<file path="config.mk">
export PLATFORM = sky130hd
export DESIGN_NAME = irq_arbiter
export DESIGN_NICKNAME = d
export VERILOG_FILES = /design/src/rtl/irq_pkg.sv /design/src/rtl/irq_edge_sync.sv /design/src/rtl/irq_resolve.sv /design/src/rtl/irq_arbiter.sv
export SDC_FILE = /design/constraint.sdc
export NUM_CORES = 1
export LEC_CHECK = 0
export ABC_AREA = 1
export BUFFER_PORTS_ARGS = -buffer_cell sky130_fd_sc_hd__buf_2
export CAP_MARGIN = 20
export CORE_MARGIN = 10
export CORE_UTILIZATION = 45
export CTS_CLUSTER_DIAMETER = 80
export DETAILED_ROUTE_END_ITERATION = 6
export HOLD_SLACK_MARGIN = 0.03
export PLACE_DENSITY = 0.8
export SLEW_MARGIN = 20
export SYNTH_ARGS = -nofsm -noshare
export SYNTH_HDL_FRONTEND = slang
export SYNTH_SLANG_ARGS = --single-unit
</file>
<file path="constraint.sdc">
create_clock -name clk -period 2 [get_ports clk]
set_input_delay 0.4 -clock clk [delete_from_list [all_inputs] [get_ports clk]]
set_output_delay 0.4 -clock clk [all_outputs]
set_load 0.02 [all_outputs]
</file>
<file path="src/rtl/irq_pkg.sv">
package irq_pkg;
  localparam int unsigned IRQ_NUM_EXT = 6;
  localparam int unsigned IRQ_NUM_INT = 6;
  // service levels, ordered
  localparam logic [1:0] LVL_LO = 2'd0;
  localparam logic [1:0] LVL_HI = 2'd1;
  localparam logic [1:0] LVL_PF = 2'd2;
endpackage

</file>
<file path="src/rtl/irq_edge_sync.sv">
module irq_edge_sync #(
  parameter bit RISE = 1'b1
) (
  input  logic clk,
  input  logic rst_n,
  input  logic pin,
  input  logic clr,
  output logic pend
);
  localparam logic IDLE = RISE ? 1'b0 : 1'b1;

  logic s1_q, s2_q, s3_q, pend_q;
  logic edge_hit, pend_d;

  always_comb begin
    edge_hit = RISE ? (s2_q & ~s3_q) : (~s2_q & s3_q);
    pend_d   = edge_hit | (pend_q & ~clr);
  end

  always_ff @(posedge clk or negedge rst_n) begin
    if (!rst_n) begin
      s1_q   <= IDLE;
      s2_q   <= IDLE;
      s3_q   <= IDLE;
      pend_q <= 1'b0;
    end else begin
      s1_q   <= pin;
      s2_q   <= s1_q;
      s3_q   <= s2_q;
      pend_q <= pend_d;
    end
  end

  assign pend = pend_q;


  pend_sticky_chk: assert property (@(posedge clk) disable iff (!rst_n)
    (pend_q && !clr) |=> pend_q);
endmodule

</file>
<file path="src/rtl/irq_resolve.sv">
module irq_resolve #(
  parameter int unsigned NUM_SRC = 13,
  parameter int unsigned VEC_W   = 4
) (
  input  logic [NUM_SRC-1:0] req,
  input  logic [NUM_SRC-1:0] hi,
  input  logic [1:0]         cur_lvl,
  output logic               valid,
  output logic [VEC_W-1:0]   vec,
  output logic [1:0]         win_lvl
);
  import irq_pkg::*;

  function automatic logic [1:0] lvl_of(int idx, logic hi_bit);
    if (idx == 0) return LVL_PF;
    return hi_bit ? LVL_HI : LVL_LO;
  endfunction

  always_comb begin
    valid   = 1'b0;
    vec     = '0;
    win_lvl = LVL_LO;
    for (int l = 0; l < 3; l++) begin
      for (int i = NUM_SRC - 1; i >= 0; i--) begin
        if (req[i] && (lvl_of(i, hi[i]) == 2'(l)) && ((3'(l) + 3'd1) > {1'b0, cur_lvl})) begin
          valid   = 1'b1;
          vec     = VEC_W'(i);
          win_lvl = 2'(l);
        end
      end
    end
  end
endmodule

</file>
<file path="src/rtl/irq_arbiter.sv">
module irq_arbiter #(
  parameter int unsigned NUM_EXT  = irq_pkg::IRQ_NUM_EXT,
  parameter int unsigned NUM_INT  = irq_pkg::IRQ_NUM_INT,
  parameter logic [5:0]  EXT_RISE = 6'b010100
) (
  input  logic                       clk,
  input  logic                       rst_n,
  input  logic [NUM_EXT-1:0]         ext_pin,
  input  logic [NUM_INT-1:0]         int_flag,
  input  logic                       pf_req,
  input  logic                       pf_en,
  input  logic                       glob_en,
  input  logic [NUM_EXT+NUM_INT-1:0] src_en,
  input  logic [NUM_EXT+NUM_INT-1:0] src_hi,
  input  logic                       ack,
  input  logic                       reti,
  output logic                       irq_valid,
  output logic [$clog2(1+NUM_EXT+NUM_INT)-1:0] irq_vec,
  output logic                       in_svc_lo,
  output logic                       in_svc_hi,
  output logic                       in_svc_pf,
  output logic [NUM_EXT-1:0]         ext_pend
);
  localparam int unsigned NUM_SRC = 1 + NUM_EXT + NUM_INT;
  localparam int unsigned VEC_W   = $clog2(NUM_SRC);

  logic [NUM_EXT-1:0] ext_clr;
  logic [NUM_SRC-1:0] req;
  logic [NUM_SRC-1:0] hi_sel;
  logic [2:0]         svc_q, svc_d;
  logic [1:0]         cur_lvl;
  logic [1:0]         win_lvl;
  logic               take;

  assign take = ack && irq_valid;

  genvar g;
  generate
    for (g = 0; g < NUM_EXT; g++) begin : g_ext
      irq_edge_sync #(.RISE(EXT_RISE[g])) u_sync (
        .clk  (clk),
        .rst_n(rst_n),
        .pin  (ext_pin[g]),
        .clr  (ext_clr[g]),
        .pend (ext_pend[g])
      );
      assign ext_clr[g]  = take && (irq_vec == VEC_W'(g + 1));
      assign req[g + 1]  = glob_en && src_en[g] && ext_pend[g];
    end
    for (g = 0; g < NUM_INT; g++) begin : g_int
      assign req[NUM_EXT + 1 + g] = glob_en && src_en[NUM_EXT + g] && int_flag[g];
    end
  endgenerate

  assign req[0] = pf_req && pf_en;
  assign hi_sel = {src_hi, 1'b0};

  always_comb begin
    if (svc_q[2])      cur_lvl = 2'd3;
    else if (svc_q[1]) cur_lvl = 2'd2;
    else if (svc_q[0]) cur_lvl = 2'd1;
    else               cur_lvl = 2'd0;
  end

  irq_resolve #(.NUM_SRC(NUM_SRC), .VEC_W(VEC_W)) u_resolve (
    .req    (req),
    .hi     (hi_sel),
    .cur_lvl(cur_lvl),
    .valid  (irq_valid),
    .vec    (irq_vec),
    .win_lvl(win_lvl)
  );

  always_comb begin
    svc_d = svc_q;
    if (reti) begin
      if (svc_q[2])      svc_d[2] = 1'b0;
      else if (svc_q[1]) svc_d[1] = 1'b0;
      else               svc_d[0] = 1'b0;
    end
    if (take) svc_d[win_lvl] = 1'b1;
  end

  always_ff @(posedge clk or negedge rst_n) begin
    if (!rst_n) svc_q <= 3'b000;
    else        svc_q <= svc_d;
  end

  assign in_svc_lo = svc_q[0];
  assign in_svc_hi = svc_q[1];
  assign in_svc_pf = svc_q[2];


  ack_marks_chk: assert property (@(posedge clk) disable iff (!rst_n)
    take |=> svc_q[$past(win_lvl)]);


  glob_mask_chk: assert property (@(posedge clk) disable iff (!rst_n)
    (!glob_en && irq_valid) |-> (irq_vec == '0));


  pf_gate_chk: assert property (@(posedge clk) disable iff (!rst_n)
    (irq_valid && irq_vec == '0) |-> (pf_req && pf_en));


  reti_one_chk: assert property (@(posedge clk) disable iff (!rst_n)
    (reti && !take && svc_q != 3'b000) |=> ($countones(svc_q) == $countones($past(svc_q)) - 1));
endmodule

</file>
Word level (Yosys, flattened, before mapping):

Index checks and enable logic that the tools add are counted.

* $add $sub $neg: 0
* multiply operators: 0
* divide/modulo/power cells: 0
* order comparisons: 5
* eq/ne operators: 30
* shifts and indexed selects: 0
* multiplexer cells: 120
* bitwise operators: 31
* reductions and logical operators: 118

Operators by type and width (number)
* 2-to-1 mux 4 bit: 37
* logical AND 1 bit: 106
* 2-to-1 mux 1 bit: 64
* 2-to-1 mux 2 bit: 16
* equality test 2 x 1 -> 1 bit (second input constant): 12
* equality test 2 bit (second input constant): 12
* logical NOT 2 bit: 12
* AND 1 bit: 12
* equality test 4 x 3 -> 1 bit (second input constant): 3
* inverter 1 bit: 12
* equality test 4 x 2 -> 1 bit (second input constant): 2
* 2-to-1 mux 3 bit: 2
* OR 1 bit: 6
* equality test 4 x 1 -> 1 bit (second input constant): 1
* > comparator 2 bit (first input constant): 2
* < comparator 2 x 3 -> 1 bit (second input constant): 1
* OR 3 bit: 1
* demux 1 bit (select 2 bit): 1
* greater-or-equal comparator 2 x 1 -> 1 bit (second input constant): 1
* > comparator 1 x 2 -> 1 bit (first input constant): 1

* flip-flop bits (word level): 27
* bits in latches: 0
* RAM bits: 0
* ROM bits: 0
* input bits: 43
* output and inout port bits: 14
* word-level logic and storage cells: 329
* memories: 0

Longest topological paths before layout:

* depth after elaboration: 47
* depth in mapped cells: 27
* mapped depth without buffers: 27

Hierarchy:

A second synthesis with hierarchy kept.

* cell total of the unflattened synthesis: 214
* area, all modules: 1550.2 µm²

Modules (own cells, without submodules)
* irq_edge_sync (g_ext[0].u_sync ...): times used 4, cells an instance 9, area each 122.6 µm², sequential area each 103.8 µm²
* irq_resolve: times used 1, cells an instance 101, area each 485.5 µm², sequential area each 0.0 µm²
* irq_arbiter: times used 1, cells an instance 59, area each 336.6 µm², sequential area each 75.1 µm²
* irq_edge_sync (g_ext[2].u_sync ...): times used 2, cells an instance 9, area each 118.9 µm², sequential area each 100.1 µm²

Worst setup path after synthesis:

No wires, ideal clock.

* path type: register to output
* start: register svc_q[1]
* end: output port irq_vec[0]
* arrival time: 1972 ps
* data required time: 1600 ps
* setup slack: -372 ps
* stages on the path, launching flop included: 26
* path buffers: 0
* cells stage by stage: dfrtp_1 -> inv_2 -> nand2_8 -> nor2_8 -> nand3_1 -> nand2_1 -> nand2_1 -> nand2_1 -> nand2_1 -> nand2_1 -> nand2_1 -> nand2_1 -> nand2_1 -> nand2_1 -> nand2_1 -> nand2_1 -> nand2_1 -> nand2_1 -> nand2_1 -> nand2_1 -> nand2_1 -> nand2_1 -> nand2_2 -> nand2_2 -> nand2_2 -> inv_1

* word-level cells in the longest chain between the ends: 40

RTL lines
* from (decl): RTL line irq_arbiter.sv:30 `logic [2:0] svc_q, svc_d;`
* from (signal assigned): RTL line irq_arbiter.sv:86 `else svc_q <= svc_d;`
* 2-to-1 mux 2 bit (*): RTL line irq_arbiter.sv:60 `else if (svc_q[1]) cur_lvl = 2'd2;`
* 2-to-1 mux 2 bit (*): RTL line irq_arbiter.sv:59 `if (svc_q[2]) cur_lvl = 2'd3;`
* > comparator 1 x 2 -> 1 bit: RTL line irq_resolve.sv:25 `if (req[i] && (lvl_of(i, hi[i]) == 2'(l)) && ((3'(l) + 3'd1) > {1'b0, cur_lvl})) begin`
* logical AND 1 bit: RTL line irq_resolve.sv:25
* 2-to-1 mux 4 bit (35 in a row): RTL line irq_resolve.sv:25
* 2-to-1 mux 4 bit (*): RTL line irq_resolve.sv:25
* to (decl): RTL line irq_arbiter.sv:18 `output logic [$clog2(1+NUM_EXT+NUM_INT)-1:0] irq_vec,`

Every way passes the cells marked *; elsewhere a longest branch is shown, timed or not.

Worst setup path after layout:

* start: register svc_q[2]
* end: output port irq_vec[0]

* word-level cells in the longest chain between the ends: 39

RTL lines (RTL line)
* 2-to-1 mux 2 bit (*): irq_arbiter.sv:59
* > comparator 1 x 2 -> 1 bit: irq_resolve.sv:25
* logical AND 1 bit: irq_resolve.sv:25
* 2-to-1 mux 4 bit (35 in a row): irq_resolve.sv:25
* 2-to-1 mux 4 bit (*): irq_resolve.sv:25

Marked as above.

==> impl_metrics.env <==
export IMPL_worst_pin_slew_ns=0.554
export IMPL_setup_viol=13
export IMPL_setup_worst_path_end_class="primary output"
export IMPL_core_area_sq_um=3690
export IMPL_dpl_hpwl_um=3900
export IMPL_io_buffers=56
export IMPL_viasPerCell=4.67
export IMPL_yosysMostFrequentCell="nand2_1"
export IMPL_synth_top_area_frac=0.217
export IMPL_synth_cells=222
export IMPL_die_area_sq_um=6710
export IMPL_slew_limit_headroom=0.631
export IMPL_violations="negative setup slack"
export IMPL_synth_area_sq_um=1730
export IMPL_start_util=0.468
export IMPL_first_global_vias=1857
export IMPL_root_buffer="clkbuf_8"
export IMPL_finalSetupTns_ns=-6.13
export IMPL_drive_above_1_share=0.542
export IMPL_synth_top_cell_by_area="dfrtp_1"
export IMPL_vias=1741
export IMPL_drt_pre_antenna_iters=4
export IMPL_synth_yosys_warnings=0
export IMPL_insertion_delay_ns=0.26
export IMPL_finalWorstSetupSlack_ns=-0.754
export IMPL_wire_per_inst_um=13.1
export IMPL_cp_required_ns=1.60
export IMPL_cts_tree="done"
export IMPL_crit_type="reg2out"
export IMPL_period_share=1.38
export IMPL_clockBufferDepth=2
export IMPL_synth_seq_cells=27
export IMPL_drv_slew=0
export IMPL_drv_cap=0
export IMPL_htree_levels=1
export IMPL_slowest_stage="dfrtp_2"
export IMPL_ant_nets=0
export IMPL_skew_ns=0.00162
export IMPL_layout_min_cycle_time_ns=2.75
export IMPL_worstPathArrival_ns=2.35
export IMPL_crit_fanout=8
export IMPL_start_kind="flop"
export IMPL_placed_cell_area_sq_um=2400
export IMPL_yosysUniqueCellTypes=28
export IMPL_cp_top_family="simple AND/OR/NAND/NOR gates"
export IMPL_die_h_um=81.9
export IMPL_synth_nets=265
export IMPL_status="finished, violations left"
export IMPL_synth_area_top_cells="dfrtp_1 22%, dfstp_2 18%, nand2_1 11%"
export IMPL_cts_made_buffers=3
export IMPL_area_growth_pct=47.0
export IMPL_hold_buffers=0
export IMPL_synth_edf_count=0
export IMPL_p_leak_nw=1.33
export IMPL_core_rowCount=22
export IMPL_powerDensity_nw_per_um2=970
export IMPL_vdd_drop_max_v=0.000695
export IMPL_drc_errors=0
export IMPL_fill_cells=298
export IMPL_max_clock_freq_ghz=0.363
export IMPL_grt_pass1_wl_um=8070
export IMPL_die_w_um=81.9
export IMPL_cts_sinks=27
export IMPL_drt_iter0_markers=84
export IMPL_design_final_nets=369
export IMPL_clk_pin_slew_ns=0.08
export IMPL_rsz0062_at_grt="yes"
export IMPL_path_common_cell="nand2_1"
export IMPL_design_area_sq_um=2540
export IMPL_avgSynthCellArea_sq_um=7.78
export IMPL_synthTopCellsByCount="50 x nand2_1, 36 x inv_1, 21 x nor2_1"
export IMPL_synthFlopType="dfrtp_1"
export IMPL_slowest_delay_ns=0.43
export IMPL_synthArstFlopShare=1.00
export IMPL_hp_class="in2async"
export IMPL_ioPinCount=57
export IMPL_hold_violations=0
export IMPL_grt_max_degree=28
export IMPL_critical_path_buf_inv_count=5
export IMPL_gp_congestion=0.974
export IMPL_fin_hold_ws_ns=0.115
export IMPL_overflow=0
export IMPL_drt_wl_total_um=4900
export IMPL_diodes=0
export IMPL_grt_usage=0.147
export IMPL_antenna_found_initial=0
export IMPL_ys_seq_area_frac=0.400
[through the flow]
| stage | instances | utilization | setup WS (ns) | power (mW) |
|---|---|---|---|---|
| after floorplan | 222 | - | -0.297 | 1.53 |
| after global placement | 364 | 0.652 | -0.459 | 2.01 |
| after detailed placement | 364 | 0.652 | -0.531 | 2.05 |
| after CTS | 372 | 0.681 | -0.749 | 2.44 |
| after global routing | 373 | 0.688 | -1.01 | 2.64 |
| final | 373 | 0.688 | -0.754 | 2.46 |
[where the power goes]
group / internal (mW) / switching (mW)
clock network: 0.139 / 0.154
registers: 0.632 / 0.0564
logic: 0.636 / 0.846
[cells by family after synthesis]
kind of cell | synth area share
flops | 0.400
simple gates | 0.416
compound gates | 0.0464
buf+inv | 0.138
[placed cells by master, fill, tap and decap left out, types with 4 or more instances in the layout]
master | netlist | layout
buf_2 | 0 | 52
buf_4 | 7 | 52
nand2_1 | 50 | 49
inv_1 | 36 | 34
nor2_1 | 21 | 20
nand3_1 | 16 | 16
dfrtp_1 | 15 | 13
nor3_2 | 16 | 12
dfstp_2 | 12 | 12
nand2_2 | 9 | 10
inv_2 | 7 | 7
nor3_4 | 0 | 7
inv_4 | 2 | 4
o21ai_1 | 4 | 4
[path summary, 6_finish.rpt]
path / start / to / slack (ns) / cells past startpoint
setup / recovery: svc_q[2] / irq_vec[0] / -0.75 / 25
hold / removal: rst_n / g_ext[4].u_sync.s1_q / 0.11 / 1
setup reg to reg: svc_q[2] / g_ext[2].u_sync.pend / -0.53 / 18
hold reg to reg: g_ext[3].u_sync.s1_q / g_ext[3].u_sync.s2_q / 0.36 / 0
max in group asynchronous: rst_n / svc_q[1] / 1.49 / 1
min in group clk: ext_pin[1] / g_ext[1].u_sync.s1_q / 0.22 / 1
[worst register-to-register path: stages, from the launching register on]
cell	delay, ns
dfrtp_2	0.43
inv_4	0.09
nand2_8	0.07
nor2_8	0.18
inv_4	0.08
nor3_4	0.14
buf_4	0.14
nor2_1	0.06
nand2_2	0.11
nor3_2	0.06
nor3_2	0.26
nor3_4	0.08
buf_4	0.16
nor3_4	0.19
inv_2	0.05
nor2_2	0.12
inv_1	0.05
o21ai_1	0.13
nand2_1	0.06
[flip-flops by register name (all words and copies together), names as in the netlist]
name / count
g_ext.u_sync.s1_q: 6
g_ext.u_sync.pend: 6
g_ext.u_sync.s3_q: 6
svc_q: 3
g_ext.u_sync.s2_q: 6
[final cells by class]
cell class / instances / area [sq um] / area share
multi-input combinational: 142 / 867 / 0.342
sequential: 27 / 693 / 0.273
timing repair buffer: 107 / 693 / 0.273
inverter: 45 / 179 / 0.0705
tap: 48 / 60.1 / 0.0237
clock buffer: 3 / 41.3 / 0.0163
clock inverter: 1 / 5.00 / 0.00197
[routing by layer]
layer	GRT usage	routed length, um	share of wire	up-vias
li1	-	-	-	891
met1	0.155	1850	0.38	796
met2	0.277	2610	0.53	46
met3	0.0393	383	0.078	8
met4	0.0459	54	0.011	0
met5	0	0	0	-
[timing repair]
action / CTS / global route
setup buffers: 4 / 1
endpoints found under the hold margin: 0 / 0
setup endpoints to repair: 13 / 14
pin swaps: 4 / 2
resized for setup: 9 / 4
No activity file was read; power rests on OpenSTA's default activity.
